**src/rtl/pms_pkg.sv**
```systemverilog
package pms_pkg;

    // Owner of the shared serial pins; the value equals the select level.
    typedef enum logic {
        OWNER_PRG = 1'b0,
        OWNER_TAP = 1'b1
    } owner_e;

    // Registered state of the mode controller.
    typedef struct packed {
        logic prev_tap;   // synchronized select seen on the previous cycle
        logic hiz;        // user I/O forced to high impedance
        logic entry;      // programming-entry pulse
    } ctl_state_t;

    localparam ctl_state_t CTL_RESET = '{prev_tap: 1'b1, hiz: 1'b0, entry: 1'b0};

endpackage

```
**src/rtl/pms_sync.sv**
```systemverilog
module pms_sync #(
    parameter int   STAGES  = 2,
    parameter logic RST_VAL = 1'b1
) (
    input  logic clk,
    input  logic rst_n,
    input  logic d_in,
    output logic q_out
);
    localparam int LAST = STAGES - 1;

    logic [LAST:0] chain_d, chain_q;

    always_comb begin
        chain_d[0] = d_in;
        for (int i = 1; i <= LAST; i++) begin
            chain_d[i] = chain_q[i-1];
        end
    end

    always_ff @(posedge clk or negedge rst_n) begin
        if (!rst_n) chain_q <= {STAGES{RST_VAL}};
        else        chain_q <= chain_d;
    end

    assign q_out = chain_q[LAST];

endmodule

```
**src/rtl/pms_mode_ctl.sv**
```systemverilog
module pms_mode_ctl
    import pms_pkg::*;
(
    input  logic   clk,
    input  logic   rst_n,
    input  logic   sel_sync,
    input  logic   prg_idle,
    output owner_e owner,
    output logic   prg_entry,
    output logic   io_hiz
);
    ctl_state_t st_d, st_q;
    logic       fall_det;
    logic       release_ok;

    always_comb begin
        st_d       = st_q;
        fall_det   = st_q.prev_tap & ~sel_sync;
        release_ok = sel_sync & prg_idle;
        st_d.prev_tap = sel_sync;
        st_d.entry    = fall_det;
        if (st_q.hiz) st_d.hiz = ~release_ok | fall_det;
        else          st_d.hiz = fall_det;
    end

    always_ff @(posedge clk or negedge rst_n) begin
        if (!rst_n) st_q <= CTL_RESET;
        else        st_q <= st_d;
    end

    assign owner     = owner_e'(sel_sync);
    assign prg_entry = st_q.entry;
    assign io_hiz    = st_q.hiz;

    // the high-Z flag only rises together with an entry pulse
    assert_hiz_with_entry_R7: assert property (@(posedge clk) disable iff (!rst_n)
        $rose(io_hiz) |-> prg_entry);

    // the high-Z flag only drops after test ownership with idle engine
    assert_hiz_release_R8: assert property (@(posedge clk) disable iff (!rst_n)
        $fell(io_hiz) |-> $past(sel_sync && prg_idle));

    // entry is a single-cycle pulse
    assert_entry_one_cycle_R6: assert property (@(posedge clk) disable iff (!rst_n)
        prg_entry |=> !prg_entry);

    // an entry pulse always follows a cycle of programming ownership
    assert_entry_after_low_R9: assert property (@(posedge clk) disable iff (!rst_n)
        prg_entry |-> $past(!sel_sync));

endmodule

```
**src/rtl/pms_pin_mux.sv**
```systemverilog
module pms_pin_mux
    import pms_pkg::*;
#(
    parameter logic PARK_TMS  = 1'b1,
    parameter logic PARK_TDI  = 1'b1,
    parameter logic PARK_MODE = 1'b0,
    parameter logic PARK_SDI  = 1'b0
) (
    input  owner_e owner,
    input  logic   pin_mode,
    input  logic   pin_sdi,
    input  logic   pin_sclk,
    output logic   pin_sdo,
    output logic   tap_tms,
    output logic   tap_tdi,
    output logic   tap_tck,
    input  logic   tap_tdo,
    output logic   prg_mode,
    output logic   prg_sdi,
    output logic   prg_sclk,
    input  logic   prg_sdo
);
    logic to_tap;

    always_comb begin
        to_tap = (owner == OWNER_TAP);
        // test side: live when owning, parked otherwise (clock held low)
        tap_tms  = to_tap ? pin_mode : PARK_TMS;
        tap_tdi  = to_tap ? pin_sdi  : PARK_TDI;
        tap_tck  = to_tap & pin_sclk;
        // programming side: mode and serial data are both control inputs
        prg_mode = to_tap ? PARK_MODE : pin_mode;
        prg_sdi  = to_tap ? PARK_SDI  : pin_sdi;
        prg_sclk = ~to_tap & pin_sclk;
        // shared serial output
        pin_sdo  = to_tap ? tap_tdo : prg_sdo;
    end

endmodule

```
**src/rtl/pin_mode_switch.sv**
```systemverilog
module pin_mode_switch
    import pms_pkg::*;
#(
    parameter int SYNC_STAGES = 2
) (
    input  logic clk,
    input  logic rst_n,
    input  logic sel_pin,
    input  logic trst_n,
    input  logic pin_mode,
    input  logic pin_sdi,
    input  logic pin_sclk,
    output logic pin_sdo,
    output logic tap_tms,
    output logic tap_tdi,
    output logic tap_tck,
    output logic tap_trst_n,
    input  logic tap_tdo,
    output logic prg_mode,
    output logic prg_sdi,
    output logic prg_sclk,
    input  logic prg_sdo,
    input  logic prg_idle,
    output logic prg_entry,
    output logic io_hiz
);
    logic   sel_sync;
    owner_e owner;

    pms_sync #(.STAGES(SYNC_STAGES), .RST_VAL(1'b1)) u_sync (
        .clk   (clk),
        .rst_n (rst_n),
        .d_in  (sel_pin),
        .q_out (sel_sync)
    );

    pms_mode_ctl u_ctl (
        .clk       (clk),
        .rst_n     (rst_n),
        .sel_sync  (sel_sync),
        .prg_idle  (prg_idle),
        .owner     (owner),
        .prg_entry (prg_entry),
        .io_hiz    (io_hiz)
    );

    pms_pin_mux u_mux (
        .owner    (owner),
        .pin_mode (pin_mode),
        .pin_sdi  (pin_sdi),
        .pin_sclk (pin_sclk),
        .pin_sdo  (pin_sdo),
        .tap_tms  (tap_tms),
        .tap_tdi  (tap_tdi),
        .tap_tck  (tap_tck),
        .tap_tdo  (tap_tdo),
        .prg_mode (prg_mode),
        .prg_sdi  (prg_sdi),
        .prg_sclk (prg_sclk),
        .prg_sdo  (prg_sdo)
    );

    assign tap_trst_n = trst_n;

    // never both sides clocked at once
    assert_one_clock_R4: assert property (@(posedge clk) disable iff (!rst_n)
        $onehot0({tap_tck, prg_sclk}));

    // an entry pulse is seen while the programming side is or was just clocked
    assert_entry_prg_owner_R3: assert property (@(posedge clk) disable iff (!rst_n)
        prg_entry |-> $past(owner == OWNER_PRG));

endmodule

```
**config.mk**
```make
export PLATFORM = sky130hd
export DESIGN_NAME = pin_mode_switch
export DESIGN_NICKNAME = d
export VERILOG_FILES = /design/src/rtl/pms_pkg.sv /design/src/rtl/pms_sync.sv /design/src/rtl/pms_mode_ctl.sv /design/src/rtl/pms_pin_mux.sv /design/src/rtl/pin_mode_switch.sv
export SDC_FILE = /design/constraint.sdc
export NUM_CORES = 1
export LEC_CHECK = 0
export BUFFER_PORTS_ARGS = -buffer_cell sky130_fd_sc_hd__buf_2
export CELL_PAD_IN_SITES_DETAIL_PLACEMENT = 1
export CELL_PAD_IN_SITES_GLOBAL_PLACEMENT = 2
export CORE_AREA = 2 2 39 41
export CTS_CLUSTER_DIAMETER = 150
export DETAILED_ROUTE_END_ITERATION = 8
export DIE_AREA = 0 0 41 43
export PLACE_DENSITY_LB_ADDON = 0.15
export REMOVE_ABC_BUFFERS = 1
export SLEW_MARGIN = 20
export SYNTH_ARGS = -nofsm -noshare
export SYNTH_HDL_FRONTEND = slang
export SYNTH_HIERARCHICAL = 1
export SYNTH_SLANG_ARGS = --single-unit
export TNS_END_PERCENT = 5
```
**constraint.sdc**
```tcl
create_clock -name clk -period 2 [get_ports clk]
set_clock_uncertainty 0.15 [all_clocks]
set_input_delay 0 -clock clk [delete_from_list [all_inputs] [get_ports clk]]
set_output_delay 0 -clock clk [all_outputs]
set_load 0.01 [all_outputs]
```
Word-level counts from Yosys, hierarchy flattened
Index checks and enable logic that the tools add are counted.
- register bits: 5
- input bits: 10
- output and inout bits: 10
- word-level logic and storage cells: 17
- multiplexer cells: 6
- bitwise gates (word level): 7
- operator list (kind ; number):
    2-to-1 mux 1 bit ; 6
    AND 1 bit ; 4
    inverter 1 bit ; 2
    bitwise OR 1 bit ; 1

Logic depth before layout (Yosys ltp)
- depth in word-level cells: 4
- gate-level depth with buffers: 2
- gate-level depth less buffers: 2

Modules after synthesis
The synthesis kept the hierarchy.
- by module, submodules not included (module ; times used ; cells an instance ; area an instance (sq um) ; sequential area each (sq um)):
    pms_mode_ctl ; 1 ; 7 ; 103.8 ; 76.3
    pms_pin_mux ; 1 ; 7 ; 61.3 ; 0.0
    pms_sync ; 1 ; 2 ; 52.6 ; 52.6
    pin_mode_switch ; 1 ; 1 ; 7.5 ; 0.0

Least setup slack after synthesis
No wires, ideal clock.
- kind: register -> output
- start point: register u_sync.chain_q[1]
- end point: output port pin_sdo
- arrival: 971 ps
- required time: 1850 ps
- slack: 879 ps
- cell stages (with the launch flop): 3
- buffers on the path: 1
- path through: dfstp_2 > buf_4 > mux2_4
- longest elaborated chain between the ends: 1
- RTL lines (item ; RTL line ; text):
    from (decl) ; pms_sync.sv:12 ; logic [LAST:0] chain_d, chain_q;
    from (signal assigned) ; pms_sync.sv:22 ; if (!rst_n) chain_q <= {STAGES{RST_VAL}};
    from (signal assigned) ; pms_sync.sv:23 ; else chain_q <= chain_d;
    2-to-1 mux 1 bit ; pms_pin_mux.sv:36 ; pin_sdo = to_tap ? tap_tdo : prg_sdo;
    to (decl) ; pin_mode_switch.sv:13 ; output logic pin_sdo,
No other way between the ends.

Worst setup path after layout
Same ends and word-level chain as after synthesis.

==> impl_summary.md <==
Status
The run finished with clean final reports.

Synthesis
By count the netlist is led by and2b_2, dfstp_2, buf_4, dfrtp_1, nand2b_1. The most used flip-flop cell after synthesis is dfstp_2. For this run, the number of Yosys warnings is 6. The number of synthesized flops with an enable pin is 0.

The proportion of synthesized flip-flops having asynchronous set or reset is 100%. Synthesis handed over a netlist of 17 instances. Of all cell types, the one taking the most synthesized area is dfstp_2.

For this run, the register share of the synthesized area comes to between 50 and 60%. The average instance in the mapped netlist occupies 13.2 sq um. In this run the cell area of the synthesized design comes to 225 sq um. The share of Yosys cell area claimed by the top area cell type is between 30% and 40%.

Ranked by total cell area, the synthesized netlist is headed by dfstp_2, dfrtp_1, and2b_2. The distinct cell type count after synthesis is 10. The flop and latch count out of synthesis is 5.

STA
Setup total negative slack on the finished layout was measured at 0 ns. Setup violations remaining at the end of the flow were counted as 0. The final hold violation count is 0.

Setup repair after global routing left no endpoint under its margin. The number of pins exceeding their max-slew limit in the final report is 0. For the pin with the worst max-slew slack, the measured transition is 0.174 ns. The setup slack after layout is between 0.5 and 0.6 ns.

Static timing analysis puts the maximum clock frequency at a little under 0.7 GHz. Measured against its own limit, the worst slew margin works out to about nine tenths. The post-route minimum period is 1.45 ns. The final worst hold slack is 0.122 ns. The worst path uses between 70 and 80% of the clock period.

Final layout
The number of filler instances in the final layout is roughly 180. From synthesis to final layout, the design area changed by 73.9%. The repair_antennas step left the layout with diodes totalling 0. The net count of the finished layout is 52. The multi-input combinational cells in the finished layout cover a total of between 80 and 90 sq um. The area taken by flip-flops and latches is ~130 sq um. Of the cells placed in the final design, the portion with a size suffix greater than 1 is between 70% and 80%.

Drt
Summed over all nets, wire length on met3 after detailed routing comes to approximately 95 um. After detailed routing, the number of vias per cell comes to 3.54. The routed length on met2 is 187 um.

The routed via count is ~200. The detailed router put a total of 210 um of wire on met1. The number of optimization iterations in the first detailed-route pass is 2. The highest layer used for signal routing is met3. The post-detailed-route wirelength per cell is 8.65 um.

Once detail routing completed, the nets flagged for antenna violations numbered 0. The total length of routed wires is between 400 and 500 um. The initial DRC count is 1. The residual DRC count is 0.

Global route
The first-pass GRT wire length is between 700 and 800 um. Global routing used 6.67% of the available tracks. The number of global-route vias before repair was 182. The maximum number of pins on one net before global-route repair is 11. The number of antenna violations at the first check in global routing is 0.

After global routing the overflow that remains totals 0.

Pwr
The total power divided by cell area is between 700 and 800 nW/um^2. The switching part of the total power is 22.1%. The worst-case IR drop observed on VDD is roughly 0.00036 V. The clock share of power is between 40% and 50%. The net switching power figure is 0.0000607 W.

The internal power of the cells totals around 0.00021 W. After layout, the design draws a total of about 0.00027 W. Registers are responsible for between 40% and 50% of the overall power. In this run, the combinational gates consume between 10% and 20% of the power.

The standby leakage power is 0.204 nW.

Floorplan
The die covers ~1800 sq um. In this run the count of I/O pins placed on the die edge is 20. The die height is ~43 um.

The horizontal die dimension is approximately 41 um. The initial utilization of the core area, before any placement, comes to roughly 16%. The placeable core region is 1380 sq um.

After floorplanning, the core was divided into 14 placement rows.

Setup path
The maximum cell stage delay along the critical path is around 0.62 ns. The slowest stage of the critical path belongs to the cell dfstp_2. Of all nets on the critical path, the largest fanout is 10. The worst setup path is launched from a flop. The required time of the worst setup path is around 1.9 ns. The kind of critical path is flop to output port. The number of buffers and inverters on the critical path is 1. Grouping stages by cell kind, the critical path spends the most delay in flip-flops. Data arrives at the worst endpoint at about 1.3 ns. The kind of end point of the critical path is an output port. Traced cell by cell, the critical path runs through mux2_4 -> buf_2.

Place
The pre-CTS worst setup slack is roughly 0.80 ns. Input and output buffers added on the ports amount to 17. The congestion estimate from routability-driven global placement came to around 0.60. Detailed placement ended at an HPWL of between 300 and 400 um.

Clocking
In this run, post-CTS hold repair placed 5 buffers. The deepest level of the CTS H-tree is 1. The clock tree root buffer cell is clkbuf_4.

After clock tree synthesis, the repair step resized 0 gates. The largest buffer count on any clock path is 2. The count of clock tree sinks is 5. The clock tree from TritonCTS is yes. After clock tree synthesis, the clock-pin slew on the worst setup and hold paths is approximately 0.040 ns.

The clock buffer count from CTS is 3. The number of buffers added for setup after CTS is 0. The later-pin clock latency in the skew report is approximately 0.24 ns.

Run
The number of max-capacitance violations reported is 0.

Worst hold path
In this run the worst hold path is classified as primary input to async pin.
==> worst register-to-register path: cells and delay by family, from the launching register on <==
| kind | cells | cell delay (ns) |
|---|---|---|
| DFF | 1 | 0.62 |
| AOI/OAI and AO/OA | 1 | 0.18 |
| and+or+nand+nor | 1 | 0.07 |
==> routing by layer <==
metal  track usage (%)  up-vias
li1                  -      100
met1              5.90       84
met4              4.00        0
met3              7.85        0
met5                 0        -
met2              8.44       18
==> kinds of logic after synthesis <==
group           count (synthesis)  synth area share, %
flops                           5                 57.2
mux                             1                 6.66
simple gates                    8                 26.1
compound gates                  1                 3.33
buf+inv                         2                 6.66
==> power groups by stage <==
stage          Sequential [W]  Clock, W  Combinational [W]
3_5_place_dp         0.000116         0          0.0000391
6_report             0.000115  0.000113          0.0000465
5_1_grt              0.000116  0.000126          0.0000517
4_1_cts              0.000115  0.000121          0.0000476
3_3_place_gp         0.000116         0          0.0000388
2_1_floorplan        0.000117         0          0.0000164
==> through the flow <==
stage,instance area [sq um],cells,util (%)
final,392,57,28.3
after global routing,392,57,28.3
after CTS,392,57,28.3
after detailed placement,315,48,22.8
after global placement,315,48,22.8
after floorplan,210,15,-
==> final timing paths <==
check,start,endpoint,slack (ns),depth (start not counted)
max,u_sync/chain_q[1],pin_sdo,0.55,2
min reg2reg,u_sync/chain_q[0],u_sync/chain_q[1],0.20,0
min,rst_n,u_sync/chain_q[0],0.12,2
max reg2reg,u_sync/chain_q[1],u_ctl/io_hiz,0.87,2
min in group clk,pin_mode,tap_tms,0.13,3
max in group asynchronous,rst_n,u_ctl/io_hiz,1.03,3
==> area by class of cell <==
| cell class | instances | area share (%) |
|---|---|---|
| timing repair buffer | 22 | 34.5 |
| sequential | 5 | 32.9 |
| multi-input combinational | 10 | 20.8 |
| clock buffer | 4 | 6.71 |
| tap | 16 | 5.11 |
==> cells in the final DEF, fill, tap and decap left out <==
| cell | synthesis | layout |
|---|---|---|
| buf_2 | 0 | 17 |
| dlygate4sd3_1 | 0 | 5 |
| clkbuf_4 | 0 | 3 |
| dfstp_2 | 3 | 3 |
| and2b_2 | 3 | 3 |
| dfrtp_1 | 2 | 2 |
| nand2b_1 | 2 | 2 |
| clkbuf_1 | 0 | 1 |
| nor2b_2 | 1 | 1 |
| nand2_1 | 1 | 1 |
| a21o_1 | 1 | 1 |
| and2_2 | 1 | 1 |
| mux2_4 | 1 | 1 |
==> registers in the layout (all words and copies together) (netlist names) <==
name / cells
u_ctl/prg_entry: 1
u_sync/chain_q: 2
u_ctl/st_q: 1
u_ctl/io_hiz: 1
Power figures use the tool's default switching activity.
